## config.mk

```make
export PLATFORM = sky130hd
export DESIGN_NAME = scan_gateway
export DESIGN_NICKNAME = d
export VERILOG_FILES = /design/src/rtl/gw_pkg.sv /design/src/rtl/gw_ctrl.sv /design/src/rtl/gw_data.sv /design/src/rtl/scan_gateway.sv
export SDC_FILE = /design/constraint.sdc
export NUM_CORES = 1
export LEC_CHECK = 0
export BUFFER_PORTS_ARGS = -buffer_cell sky130_fd_sc_hd__buf_2
export CAP_MARGIN = 25
export CORE_AREA = 2 2 39 41
export CTS_CLUSTER_DIAMETER = 150
export DETAILED_ROUTE_END_ITERATION = 7
export DIE_AREA = 0 0 41 43
export PLACE_DENSITY = 0.55
export SYNTH_ARGS = -nofsm -noshare
export SYNTH_HDL_FRONTEND = slang
export SYNTH_SLANG_ARGS = --single-unit
```

## constraint.sdc

```tcl
create_clock -name tck -period 1.9 [get_ports tck]
set_input_delay 0.19 -clock tck [delete_from_list [all_inputs] [get_ports tck]]
set_output_delay 0.19 -clock tck [all_outputs]
set_load 0.02 [all_outputs]
```

## src/rtl/gw_pkg.sv

```systemverilog
package gw_pkg;
  localparam int MODE_W = 2;
  localparam int REG_W  = MODE_W + 1;

  typedef enum logic [MODE_W-1:0] {
    RouteBypass  = 2'b00,
    RouteReplace = 2'b01,
    RouteBefore  = 2'b10,
    RouteAfter   = 2'b11
  } route_e;

  typedef struct packed {
    logic             capLoad;
    logic             shiftEn;
    route_e           route;
    logic [REG_W-1:0] shadow;
  } gw_strobe_t;
endpackage

```

## src/rtl/gw_ctrl.sv

```systemverilog
module gw_ctrl
  import gw_pkg::*;
(
  input  logic             tck,
  input  logic             trstN,
  input  logic             gwSel,
  input  logic             captureDr,
  input  logic             shiftDr,
  input  logic             updateDr,
  input  logic [REG_W-1:0] capReg,
  output gw_strobe_t       strobe,
  output logic             childSel,
  output logic             childCapture,
  output logic             childShift,
  output logic             childUpdate
);
  logic [REG_W-1:0] shadowQ;
  logic             childOn;
  route_e           route;

  // Shadow stage: the route only moves on an update edge.
  always_ff @(posedge tck or negedge trstN) begin
    if (!trstN)                shadowQ <= '0;
    else if (gwSel && updateDr) shadowQ <= capReg;
  end

  assign childOn = shadowQ[0] && (shadowQ[REG_W-1:1] != '0);
  assign route   = childOn ? route_e'(shadowQ[REG_W-1:1]) : RouteBypass;

  always_comb begin
    strobe.capLoad = gwSel && captureDr;
    strobe.shiftEn = gwSel && shiftDr && (route != RouteReplace);
    strobe.route   = route;
    strobe.shadow  = shadowQ;
  end

  assign childSel     = gwSel && childOn;
  assign childCapture = childSel && captureDr;
  assign childShift   = childSel && shiftDr;
  assign childUpdate  = childSel && updateDr;
endmodule

```

## src/rtl/gw_data.sv

```systemverilog
module gw_data
  import gw_pkg::*;
(
  input  logic             tck,
  input  logic             trstN,
  input  logic             tdi,
  input  logic             childTdo,
  input  gw_strobe_t       strobe,
  output logic [REG_W-1:0] capReg,
  output logic             tdo,
  output logic             childTdi
);
  logic [REG_W-1:0] srQ;
  logic             regIn;
  logic             serialOut;
  logic             tdoQ;

  assign regIn = (strobe.route == RouteBefore) ? childTdo : tdi;

  always_ff @(posedge tck or negedge trstN) begin
    if (!trstN)              srQ <= '0;
    else if (strobe.capLoad) srQ <= strobe.shadow;
    else if (strobe.shiftEn) srQ <= {regIn, srQ[REG_W-1:1]};
  end

  always_comb begin
    case (strobe.route)
      RouteReplace, RouteAfter: serialOut = childTdo;
      default:                  serialOut = srQ[0];
    endcase
  end

  assign childTdi = (strobe.route == RouteAfter) ? srQ[0] : tdi;

  // Output relaunched half a cycle after the shift edge.
  always_ff @(negedge tck or negedge trstN) begin
    if (!trstN) tdoQ <= 1'b0;
    else        tdoQ <= serialOut;
  end

  assign capReg = srQ;
  assign tdo    = tdoQ;
endmodule

```

## src/rtl/scan_gateway.sv

```systemverilog
module scan_gateway
  import gw_pkg::*;
(
  input  logic tck,
  input  logic trstN,
  input  logic tdi,
  input  logic gwSel,
  input  logic captureDr,
  input  logic shiftDr,
  input  logic updateDr,
  input  logic childTdo,
  output logic tdo,
  output logic childTdi,
  output logic childSel,
  output logic childCapture,
  output logic childShift,
  output logic childUpdate
);
  gw_strobe_t       strobe;
  logic [REG_W-1:0] capReg;

  gw_ctrl u_ctrl (
    .tck(tck), .trstN(trstN), .gwSel(gwSel), .captureDr(captureDr),
    .shiftDr(shiftDr), .updateDr(updateDr), .capReg(capReg),
    .strobe(strobe), .childSel(childSel), .childCapture(childCapture),
    .childShift(childShift), .childUpdate(childUpdate)
  );

  gw_data u_data (
    .tck(tck), .trstN(trstN), .tdi(tdi), .childTdo(childTdo),
    .strobe(strobe), .capReg(capReg), .tdo(tdo), .childTdi(childTdi)
  );
endmodule

```

Word level (Yosys, flattened, before mapping)
Index checks and enable logic that the tools add are counted.
- input port bits: 8
- register bits: 7
- RAM bits: 0
- bits in read-only memories: 0
- memories kept: 0
- bits in latches: 0
- logic and storage cells: 25
- bitwise operators: 0
- $mul: 0
- shift-type cells: 0
- order comparisons: 0
- add/sub/neg operators: 0
- eq/ne operators: 4
- reductions and logical operators: 12
- mux-type cells: 6
- div/mod/pow operators: 0
- operators by type and width (cell ; count):
    1-bit logical AND ; 9
    3-bit 2-to-1 mux ; 2
    2-bit equality test (second input constant) ; 2
    2-bit nonzero test ; 2
    1-bit 2-to-1 mux ; 3
    2-bit by 1-bit equality test with 1-bit output (second input constant) ; 1
    2-bit 2-to-1 mux ; 1
    2-bit by 1-bit inequality test with 1-bit output (second input constant) ; 1
    2-bit OR reduction ; 1

Logic depth before layout (Yosys ltp)
Gate-level depths: netlist of the first run.
- depth in word-level cells: 7
- gate-level depth with buffers: 4
- mapped depth without buffers: 4

By module
Synthesis of the first run repeated with hierarchy kept, for this count alone.
- cell total of the unflattened synthesis: 38
- area total of the unflattened synthesis: 395.4 um2
- by module, submodules not included (module ; area an instance (um2) ; cells each ; instances):
    gw_data ; 210.2 ; 19 ; 1
    gw_ctrl ; 185.2 ; 19 ; 1

==> results of run 1 <==
## tightest hold or removal path, stage by stage
cell	delay (ns)
buf_2	0.09
nand3_1	0.06
nand3_1	0.08
## per-layer routing
metal  track usage  up-vias
li1              -      168
met1        0.1262      140
met2        0.1719       10
met3       0.01571        0
met4       0.08000        0
met5             0        -
## cells in the mapped netlist, drive strengths merged
master  instances  area (um2)
a21oi           2       10.01
nand2           4       15.01
mux2            6       71.31
dfrtp           6       150.1
nor2            6       22.52
dfrtn           1       25.02
inv             1       3.750
nand3b          2       18.77
mux2i           2       20.02
o21bai          1       18.77
nand3           4       20.02
o21ai           1       5.000
## final cells by class
type,count,area (um2),area share
well taps,16,20.02,0.03678
multi-input cells,28,207.7,0.3816
repair buffers,18,111.4,0.2046
inverters,1,3.754,0.006897
clock buffers,4,26.28,0.04828
flip-flops and latches,7,175.2,0.3218
## stage by stage
stage / utilization / setup slack, ns / std cells
2_1_floorplan: - / -0.02350 / 36
6_report: 0.3933 / -0.008724 / 74
5_1_grt: 0.3933 / -0.03378 / 74
3_5_place_dp: 0.3571 / 0.01754 / 68
3_3_place_gp: 0.3571 / 0.05574 / 68
4_1_cts: 0.3852 / -0.01862 / 73
## sequential cells by signal (all words and copies together), names as in the netlist
register / count
u_data.tdo: 1
u_ctrl.shadowQ: 3
u_data.capReg: 3
## final timing paths
| path | from | end | slack (ns) | depth (start not counted) |
|---|---|---|---|---|
| max | u_data.tdo | tdo | -0.009 | 1 |
| min | captureDr | u_data.capReg[2] | 0.22 | 3 |
| max reg2reg | u_ctrl.shadowQ[1] | u_data.tdo | 0.02 | 2 |
| min reg2reg | u_data.capReg[1] | u_ctrl.shadowQ[1] | 0.54 | 1 |
| max in group asynchronous | trstN | u_data.tdo | 0.56 | 2 |
| min in group asynchronous | trstN | u_data.capReg[0] | 0.33 | 2 |
## power breakdown
group | internal (mW) | switching [mW]
combinational | 0.216 | 0.192
sequential | 0.223 | 0.0645
clock | 0.0802 | 0.0554
total | 0.519 | 0.312
## logic make-up (layout without fill, tap and decap cells)
family | Yosys count | count (layout) | synth area share
simple gates | 16 | 16 | 0.2006
mux | 8 | 8 | 0.2401
flops | 7 | 7 | 0.4605
compound gates | 4 | 4 | 0.08881
buf+inv | 1 | 23 | 0.009859
## what timing repair did
| item | in CTS | in global routing |
|---|---|---|
| endpoints found under the hold margin | 6 | 0 |
| setup buffers | 0 | 1 |
| hold buffers | 1 | 0 |
| resized for setup | 1 | 1 |
| setup endpoints to repair | 1 | 2 |
==> key figures, run 1 <==
Finish
  – Share of cells above drive strength 1: 0.5000
  – Final instance area: 544.3 um2
  – Commonest non-fill, non-tap cell in the layout: buf_2
  – Inserted Diodes: 0
  – Layout overhead on the synthesized area: 43.09%
  – Most frequent cells in the layout: buf_2 (12), nor2_1 (6), dfrtp_1 (6)
  – Fillcell total: 151
  – Final net count: 67

STA
  – Worst Tran Pin Value: 0.3885 ns
  – Final-report setup violation count: 1
  – Fin Clk Skew: around 0.010 ns
  – Final worst slack: -0.008724 ns
  – Hold_ws: 0.2178 ns
  – Final Hold Fails: 0
  – Worst slew margin: 0.7383
  – RSZ-0062 raised after global routing: yes
  – Fin Setup TNS: -0.008724 ns
  – Final Max Slew Viols: 0

Worst hold path
  – Worst hold path type: in -> reg

Critical path
  – Crit path cell chain: buf_6
  – CP Capture Type: output port
  – Startpoint Class: flop
  – WS Path Type: reg -> out
  – CP Buf/Inv Count: 1
  – Crit path DAT: 1.72 ns
  – Crit Path Max Fanout: 1
  – WP data required: around 1.7 ns
  – Max stage delay on crit path: roughly 0.40 ns
  – Crit-path slowest cell: dfrtn_1
  – Crit path max-delay family: flip-flops

Die
  – Die Span Y: between 40 and 50 um
  – Die area: about 0.0018 mm2
  – Core Area: roughly 0.0014 mm2
  – Cell Rows: 14
  – Die X-Extent: a little over 40 um
  – I/O pin count: 14
  – Initial Util: 0.2749

Detailed routing
  – Met2 routed wirelength: between 400 and 500 um
  – Wire per inst: approximately 12 um
  – Via density: about 4.3
  – Total Wirelength: ~900 um
  – Final ANT Viol Nets: 0
  – Met1 wire length: between 400 and 500 um
  – Drt pass-1 iters: 4
  – Max Used Layer: met3
  – DR WL met3: 48 um
  – DRC viols: 0
  – Starting DRT DRC Count: 3
  – Detailed-route via count: between 300 and 400

CTS
  – Clock sinks: 7
  – Root Buffer: clkbuf_4
  – Worst skew pair latency: around 0.26 ns
  – CTS tree: built
  – Total CTS buffers: 3
  – CTS H-tree lvls: 1
  – Longest Clk Path Bufs: 2
  – CTS clk-pin slew, worst paths: about 0.05 ns

Logic synthesis
  – Syn nets: 44
  – Cell variety after synth: 14
  – Synth Instances: 36
  – Mapped Area: 380.4 um2
  – Seq/Total Area, Yosys: 0.4605
  – Synth Register Bits: 7
  – Avg Synthesized Cell Area: 10.57 um2
  – Ys Warns: 0

Pwr
  – VDD IR max: between 0.5 and 0.6 mV
  – Static leakage: 0.2799 nW
  – Post-route total power: between 800 and 900 uW
  – PD cells: between 1500 and 2000 mW/mm2

Global route
  – Largest net degree at the start of global routing: 8
  – Antenna violations before repair: 0
  – Vias in the first global route: just over 300
  – GRT Total Usage: 0.1095
  – Grt total ovfl: 0
  – First-pass GRT wire length: approximately 1300 um

Placed design
  – Placer Congestion: between 0.6 and 0.7
  – Placed Area: ~490 um2
  – Placed wire-length estimate: about 640 um
  – Port bufs: 13

Outcome
  – Status: finished, violations left
  – Failing checks: setup timing

Job
  – Max Cap Viol: 0
No activity file was read; power rests on OpenSTA's default activity.
==> run 2, diff against run 1 <==
--- a/config.mk
+++ b/config.mk
@@ -11,7 +11,8 @@
 export CTS_CLUSTER_DIAMETER = 150
 export DETAILED_ROUTE_END_ITERATION = 7
 export DIE_AREA = 0 0 41 43
-export PLACE_DENSITY = 0.55
+export PLACE_DENSITY = 0.56
 export SYNTH_ARGS = -nofsm -noshare
 export SYNTH_HDL_FRONTEND = slang
+export SYNTH_HIERARCHICAL = 1
 export SYNTH_SLANG_ARGS = --single-unit
==> key figures, run 2 <==
STA
  – Worst slew margin: 0.6930 (-0.04531)
  – Final Hold Fails: 0 (unchanged)
  – Fin Clk Skew: 0.009969 ns (-0.0005190 ns)
  – Fin Setup TNS: -0.03038 ns (-0.02166 ns)
  – Final worst slack: -0.01583 ns (-0.007104 ns)
  – RSZ-0062 raised after global routing: yes
  – Final Max Slew Viols: 0 (unchanged)
  – Final-report setup violation count: 2 (+1)
  – Hold_ws: 0.2361 ns (+0.01825 ns)
  – Worst Tran Pin Value: 0.4557 ns (+0.06726 ns)

Job
  – Max Cap Viol: 0 (unchanged)

Placed design
  – Placed wire-length estimate: 644.4 um (+0.48%)
  – Port bufs: 13 (unchanged)
  – Placer Congestion: 0.6581 (-4.9%)
  – Placed Area: 509.2 um2 (+3.0%)
  – Dpl ws: -0.02255 ns (-0.04009 ns)

Die
  – Die area: 0.001763 mm2 (unchanged)
  – Die Span Y: 43 um (unchanged)
  – Cell Rows: 14 (unchanged)
  – Core Area: 0.001384 mm2 (unchanged)
  – Die X-Extent: 41 um (unchanged)
  – Initial Util: 0.2857 (+0.01085)
  – I/O pin count: 14 (unchanged)

Critical path
  – WS Path Type: reg -> reg
  – Crit path max-delay family: flip-flops
  – R2r setup slk: -0.02 ns (-0.04 ns)
  – Stages on the worst setup path: 2 (+1)
  – CP endpoint: u_data/tdo
  – Crit Path Max Fanout: 2 (+1)
  – Crit path DAT: 1.07 ns (-0.65 ns)
  – Worst R2R Start: u_ctrl/shadowQ[1]
  – Startpoint Class: flop
  – CP Buf/Inv Count: 0 (-1)
  – Crit path cell chain: and2_4, mux2_4
  – CP Capture Type: flop
  – Crit. Startpoint: u_ctrl/shadowQ[1]
  – R2R Path End: u_data/tdo
  – Crit-path slowest cell: dfrtp_1
  – Max stage delay on crit path: 0.37 ns (-0.03 ns)
  – WP data required: 1.06 ns (-0.65 ns)
  – FF-to-FF path depth: 2 (unchanged)

Finish
  – Final instance area: 551.8 um2 (+1.4%)
  – Layout overhead on the synthesized area: 39.56%
  – Commonest non-fill, non-tap cell in the layout: buf_2
  – Final net count: 68 (+1.5%)
  – Fillcell total: 138 (-8.6%)
  – FF+latch area: 175.2 um2 (unchanged)
  – Share of cells above drive strength 1: 0.4746 (-0.02542)
  – Inserted Diodes: 0 (unchanged)
  – Most frequent cells in the layout: buf_2 (12), dfrtp_1 (6), mux2_4 (5)
  – Multi-input gate area: 219.0 um2 (+5.4%)

Worst hold path
  – Worst hold path type: in -> reg

Logic synthesis
  – Number of flops mapped to enable cells by yosys: 0 (unchanged)
  – Cell taking the most area after synthesis: dfrtp_1
  – Mapped Area: 395.4 um2 (+3.9%)
  – Cell variety after synth: 18 (+4)
  – Synth Instances: 38 (+5.6%)
  – Synth Register Bits: 7 (unchanged)
  – Most numerous cell in the Yosys netlist: dfrtp_1
  – Synth top cells by count: dfrtp_1 (6), mux2_4 (4), nand2_1 (4)
  – Ys Warns: 6 (+6)
  – Top cell type's share of synthesized area: 0.3797 (-0.01499)
  – Syn nets: 46 (+4.5%)
  – Seq/Total Area, Yosys: 0.4430 (-0.01749)
  – Avg Synthesized Cell Area: 10.40 um2 (-1.5%)
  – Top FF cell, synth: dfrtp_1
  – Async SR Flop Fraction: 1.000 (unchanged)
  – Area contributors post-synth: dfrtp_1 (38%), mux2_4 (15%), mux2i_1 (7.6%), dfrtn_1 (6.3%), o21ai_1 (3.8%)

Global route
  – Vias in the first global route: 325 (+5.9%)
  – Largest net degree at the start of global routing: 9 (+1)
  – First-pass GRT wire length: 1276 um (+1.7%)
  – Antenna violations before repair: 0 (unchanged)
  – GRT Total Usage: 0.1160 (+0.006511)
  – Grt total ovfl: 0 (unchanged)

Pwr
  – PD cells: 1174 mW/mm2 (-23%)
  – Static leakage: 0.2842 nW (+1.5%)
  – Post-route total power: 647.8 uW (-22%)
  – VDD IR max: 0.2666 mV (-53%)

CTS
  – Worst skew pair latency: 0.26 ns (about the same)
  – CTS clk-pin slew, worst paths: 0.06 ns (about the same)
  – Longest Clk Path Bufs: 2 (unchanged)
  – CTS H-tree lvls: 1 (unchanged)
  – Root Buffer: clkbuf_4
  – Total CTS buffers: 3 (unchanged)
  – CTS tree: built
  – Clock sinks: 7 (unchanged)

Detailed routing
  – Total Wirelength: 822 um (-6.4%)
  – Starting DRT DRC Count: 0 (-3)
  – Wire per inst: 10.96 um (-7.6%)
  – Via density: 4.547 (+5.8%)
  – DRC viols: 0 (unchanged)
  – Drt pass-1 iters: 1 (-3)
  – Detailed-route via count: 341 (+7.2%)
  – Final ANT Viol Nets: 0 (unchanged)

Outcome
  – Status: finished, violations left
  – Failing checks: setup timing
[run 2: changes by cell type in the layout (fill, tap and decap cells not counted), sizes merged, moves of 2 or more]
cell / before / now
and2: 0 / 3
nand3: 4 / 0
nand3b: 2 / 0
nor2: 6 / 3
nor2b: 0 / 2
o21ai: 1 / 4
[run 2: what timing repair did]
action	4_1_cts	5_1_grt
setup buffers	0	0
endpoints found under the hold margin	6	0
endpoints found under the setup margin	2	2
gates resized for setup	2	0
hold buffers	1	0
[run 2: worst register-to-register path: stages (launching register included)]
cell     delay [ns]
dfrtp_1        0.37
and2_4         0.17
mux2_4         0.28
[run 2: area by class of cell]
class                      count  share of cell area
timing repair buffer          17              0.1882
inverter                       2             0.01361
tap                           16             0.03628
multi-input combinational     29              0.3968
clock buffer                   4             0.04762
sequential                     7              0.3175
[run 2: power by group]
| part | switching [mW] | internal (mW) | total (mW) | leakage (nW) |
|---|---|---|---|---|
| logic | 0.106 | 0.148 | 0.255 | 0.179 |
| registers | 0.0444 | 0.209 | 0.253 | 0.0907 |
| clock network | 0.0599 | 0.0804 | 0.140 | 0.0150 |
| total | 0.210 | 0.437 | 0.648 | 0.284 |
[run 2: worst min path at each step]
stage                     depth (start not counted)      from                 to
after floorplan                                   0     trstN  u_ctrl/shadowQ[0]
after global placement                            1     trstN  u_ctrl/shadowQ[2]
after detailed placement                          1     trstN  u_ctrl/shadowQ[2]
after CTS                                         3  childTdo   u_data/capReg[2]
after global routing                              3  childTdo   u_data/capReg[2]
final                                             3  childTdo   u_data/capReg[2]
[run 2: stage by stage]
stage                       util  instances
after global placement    0.3680         70
after CTS                 0.3987         75
after global routing      0.3987         75
after floorplan                -         38
final                     0.3987         75
after detailed placement  0.3680         70
[run 2: cells by family after synthesis]
logic type,share of synthesized area
and+or+nand+nor,0.2057
muxes,0.2563
buffers and inverters,0.01899
AOI/OAI and AO/OA,0.07593
DFF,0.4430
[run 2: per-layer routing]
metal  up-vias  track usage  wire length (um)
met5         -            0                 0
met4         0       0.1200                43
met3         4      0.03141                28
met2         9       0.1688               399
met1       158       0.1209               351
li1        170            -                 -
==> run 3, diff against run 2 <==
--- a/config.mk
+++ b/config.mk
@@ -7,11 +7,13 @@
 export LEC_CHECK = 0
 export BUFFER_PORTS_ARGS = -buffer_cell sky130_fd_sc_hd__buf_2
 export CAP_MARGIN = 25
-export CORE_AREA = 2 2 39 41
+export CELL_PAD_IN_SITES_DETAIL_PLACEMENT = 0
+export CELL_PAD_IN_SITES_GLOBAL_PLACEMENT = 2
+export CORE_MARGIN = 2
+export CORE_UTILIZATION = 26
 export CTS_CLUSTER_DIAMETER = 150
 export DETAILED_ROUTE_END_ITERATION = 7
-export DIE_AREA = 0 0 41 43
-export PLACE_DENSITY = 0.56
+export PLACE_DENSITY = 0.75
 export SYNTH_ARGS = -nofsm -noshare
 export SYNTH_HDL_FRONTEND = slang
 export SYNTH_HIERARCHICAL = 1
==> constraint.sdc (replaced) <==
create_clock -name tck -period 1.79 [get_ports tck]
set_input_delay 0.179 -clock tck [delete_from_list [all_inputs] [get_ports tck]]
set_output_delay 0.179 -clock tck [all_outputs]
set_load 0.02 [all_outputs]
==> key figures, run 3 (synthesis results as in run 2) <==
Outcome
  – Status: finished, violations left
  – Failing checks: setup timing

Worst hold path
  – Hold Path Stages: 3 (unchanged)
  – Worst hold start: tdi
  – WHS Endpoint: u_data/capReg[2]
  – Worst hold path type: in -> reg

Detailed routing
  – Final ANT Viol Nets: 0 (unchanged)
  – Wire per inst: 11.16 um (+1.8%)
  – Detailed-route via count: 341 (unchanged)
  – Total Wirelength: 859 um (+4.5%)
  – DRC viols: 0 (unchanged)
  – Starting DRT DRC Count: 3 (+3)
  – Drt pass-1 iters: 2 (+1)
  – Via density: 4.429 (-2.6%)

Pwr
  – Post-route total power: 703.0 uW (+8.5%)
  – Clock share of power: 0.207 (-0.010)
  – Switching share of power: 0.3198 (-0.004965)
  – Logic pwr share: 0.418 (+0.025)
  – PD cells: 1240 mW/mm2 (+5.6%)
  – Power share of the sequential group: 0.375 (-0.015)
  – Cell internal pwr: 478.2 uW (+9.3%)
  – Psw: 224.8 uW (+6.9%)
  – Static leakage: 0.2945 nW (+3.6%)
  – VDD IR max: 0.5559 mV (+110%)

Critical path
  – Startpoint Class: flop
  – Crit path DAT: 1.06 ns (about the same)
  – CP Capture Type: flop
  – WS Path Type: reg -> reg
  – Crit path max-delay family: flip-flops
  – Crit-path slowest cell: dfrtp_1
  – R2r setup slk: -0.06 ns (-0.05 ns)
  – FF-to-FF path depth: 2 (unchanged)
  – R2R Path End: u_data/tdo
  – Crit Path Max Fanout: 2 (unchanged)
  – CP Buf/Inv Count: 0 (unchanged)
  – WP data required: 1.00 ns (-0.06 ns)
  – Crit path cell chain: and2_4, mux2_4
  – Worst R2R Start: u_ctrl/shadowQ[0]
  – Max stage delay on crit path: 0.37 ns (about the same)

Die
  – I/O pin count: 14 (unchanged)
  – Die Span Y: 43.00 um (about the same)
  – Core Area: 0.001471 mm2 (+6.3%)
  – Initial Util: 0.2687 (-0.01701)
  – Die area: 0.001849 mm2 (+4.9%)
  – Cell Rows: 14 (unchanged)
  – Die X-Extent: 43.00 um (+4.9%)

Finish
  – Utilization after layout: 0.3852 (-0.01353)
  – Commonest non-fill, non-tap cell in the layout: buf_2
  – Share of cells above drive strength 1: 0.4918 (+0.01723)
  – Final net count: 70 (+2.9%)
  – Most frequent cells in the layout: buf_2 (12), dfrtp_1 (6), buf_4 (5), mux2_4 (5), nand2_1 (4)
  – Inserted Diodes: 0 (unchanged)
  – Layout overhead on the synthesized area: 43.35%

CTS
  – Post-CTS Setup Bufs: 0 (unchanged)
  – Total CTS buffers: 3 (unchanged)
  – Longest Clk Path Bufs: 2 (unchanged)
  – CTS H-tree lvls: 1 (unchanged)
  – CTS clk-pin slew, worst paths: 0.05 ns (about the same)
  – CTS tree: built
  – Root Buffer: clkbuf_4
  – Worst skew pair latency: 0.26 ns (about the same)
  – Clock sinks: 7 (unchanged)

Global route
  – GRT busiest layer: met2
  – Met1 Use GR: 0.1211 (+0.0001376)
  – Largest net degree at the start of global routing: 9 (unchanged)
  – Met2 GRT Util: 0.1576 (-0.01117)
  – GRT Total Usage: 0.1044 (-0.01166)
  – Met3 Usage GRT: 0.06383 (+0.03242)
  – First-pass GRT wire length: 1345 um (+5.4%)
  – Vias in the first global route: 323 (-0.62%)
  – Grt total ovfl: 0 (unchanged)
  – Antenna violations before repair: 0 (unchanged)

Placed design
  – Port bufs: 13 (unchanged)
  – Dpl ws: -0.07031 ns (-0.04776 ns)
  – Placed wire-length estimate: 658.3 um (+2.2%)
  – Placer Congestion: 0.7293 (+11%)

STA
  – Worst Tran Pin Value: 0.3811 ns (-0.07460 ns)
  – Final worst slack: -0.06363 ns (-0.04780 ns)
  – Worst slew margin: 0.7432 (+0.05026)
  – Final Max Slew Viols: 0 (unchanged)
  – Fin Clk Skew: 0.01127 ns (+0.001298 ns)
  – RSZ-0062 raised after global routing: yes
  – Final Hold Fails: 0 (unchanged)
  – Fin Setup TNS: -0.1174 ns (-0.08703 ns)
  – Final-report setup violation count: 2 (unchanged)

Job
  – Max Cap Viol: 0 (unchanged)
==> run 3: stage by stage <==
step / hold WS [ns] / cells / cell area (um2)
final: 0.2705 / 77 / 566.8
after global routing: 0.2832 / 77 / 566.8
after CTS: 0.2654 / 77 / 566.8
after detailed placement: 0.02268 / 72 / 524.3
after global placement: 0.01963 / 72 / 524.3
after floorplan: -0.1166 / 38 / 401.6
==> run 3: layout make-up <==
class / count / area, um2
Clock buffer: 4 / 26.28
Fill cell: 165 / 904.6
Inverter: 2 / 7.507
Multi-Input combinational cell: 29 / 219.0
Sequential cell: 7 / 175.2
Tap cell: 16 / 20.02
Timing Repair Buffer: 19 / 118.9
==> run 3: worst max path at each step <==
stage,endpoint,cells after the start,from
after detailed placement,u_data/tdo,2,u_ctrl/shadowQ[1]
after floorplan,u_data/tdo,2,u_ctrl/shadowQ[1]
after global routing,tdo,1,u_data/tdo
final,u_data/tdo,2,u_ctrl/shadowQ[0]
after CTS,u_data/tdo,2,u_ctrl/shadowQ[1]
after global placement,u_data/tdo,2,u_ctrl/shadowQ[1]
==> run 3: what timing repair did <==
action	4_1_cts	5_1_grt
gates resized for setup	2	0
setup endpoints to repair	2	2
hold endpoints to repair	6	0
pin swaps	0	1
hold buffers	1	0
==> run 3: worst min-delay path, stage by stage <==
cell	delay, ns
buf_2	0.09
mux2i_1	0.08
o21ai_1	0.13
==> run 3: routing by layer <==
layer / up-vias / routed length (um)
met5: - / 0
met4: 0 / 0
met3: 0 / 36
met2: 3 / 425
met1: 160 / 397
li1: 178 / -
==> run 3: power groups by stage <==
stage | clock network (mW) | logic, mW | registers [mW]
after floorplan | 0 | 0.158 | 0.274
final | 0.145 | 0.294 | 0.264
after detailed placement | 0 | 0.286 | 0.265
after global routing | 0.162 | 0.319 | 0.273
after global placement | 0 | 0.283 | 0.263
after CTS | 0.151 | 0.297 | 0.265
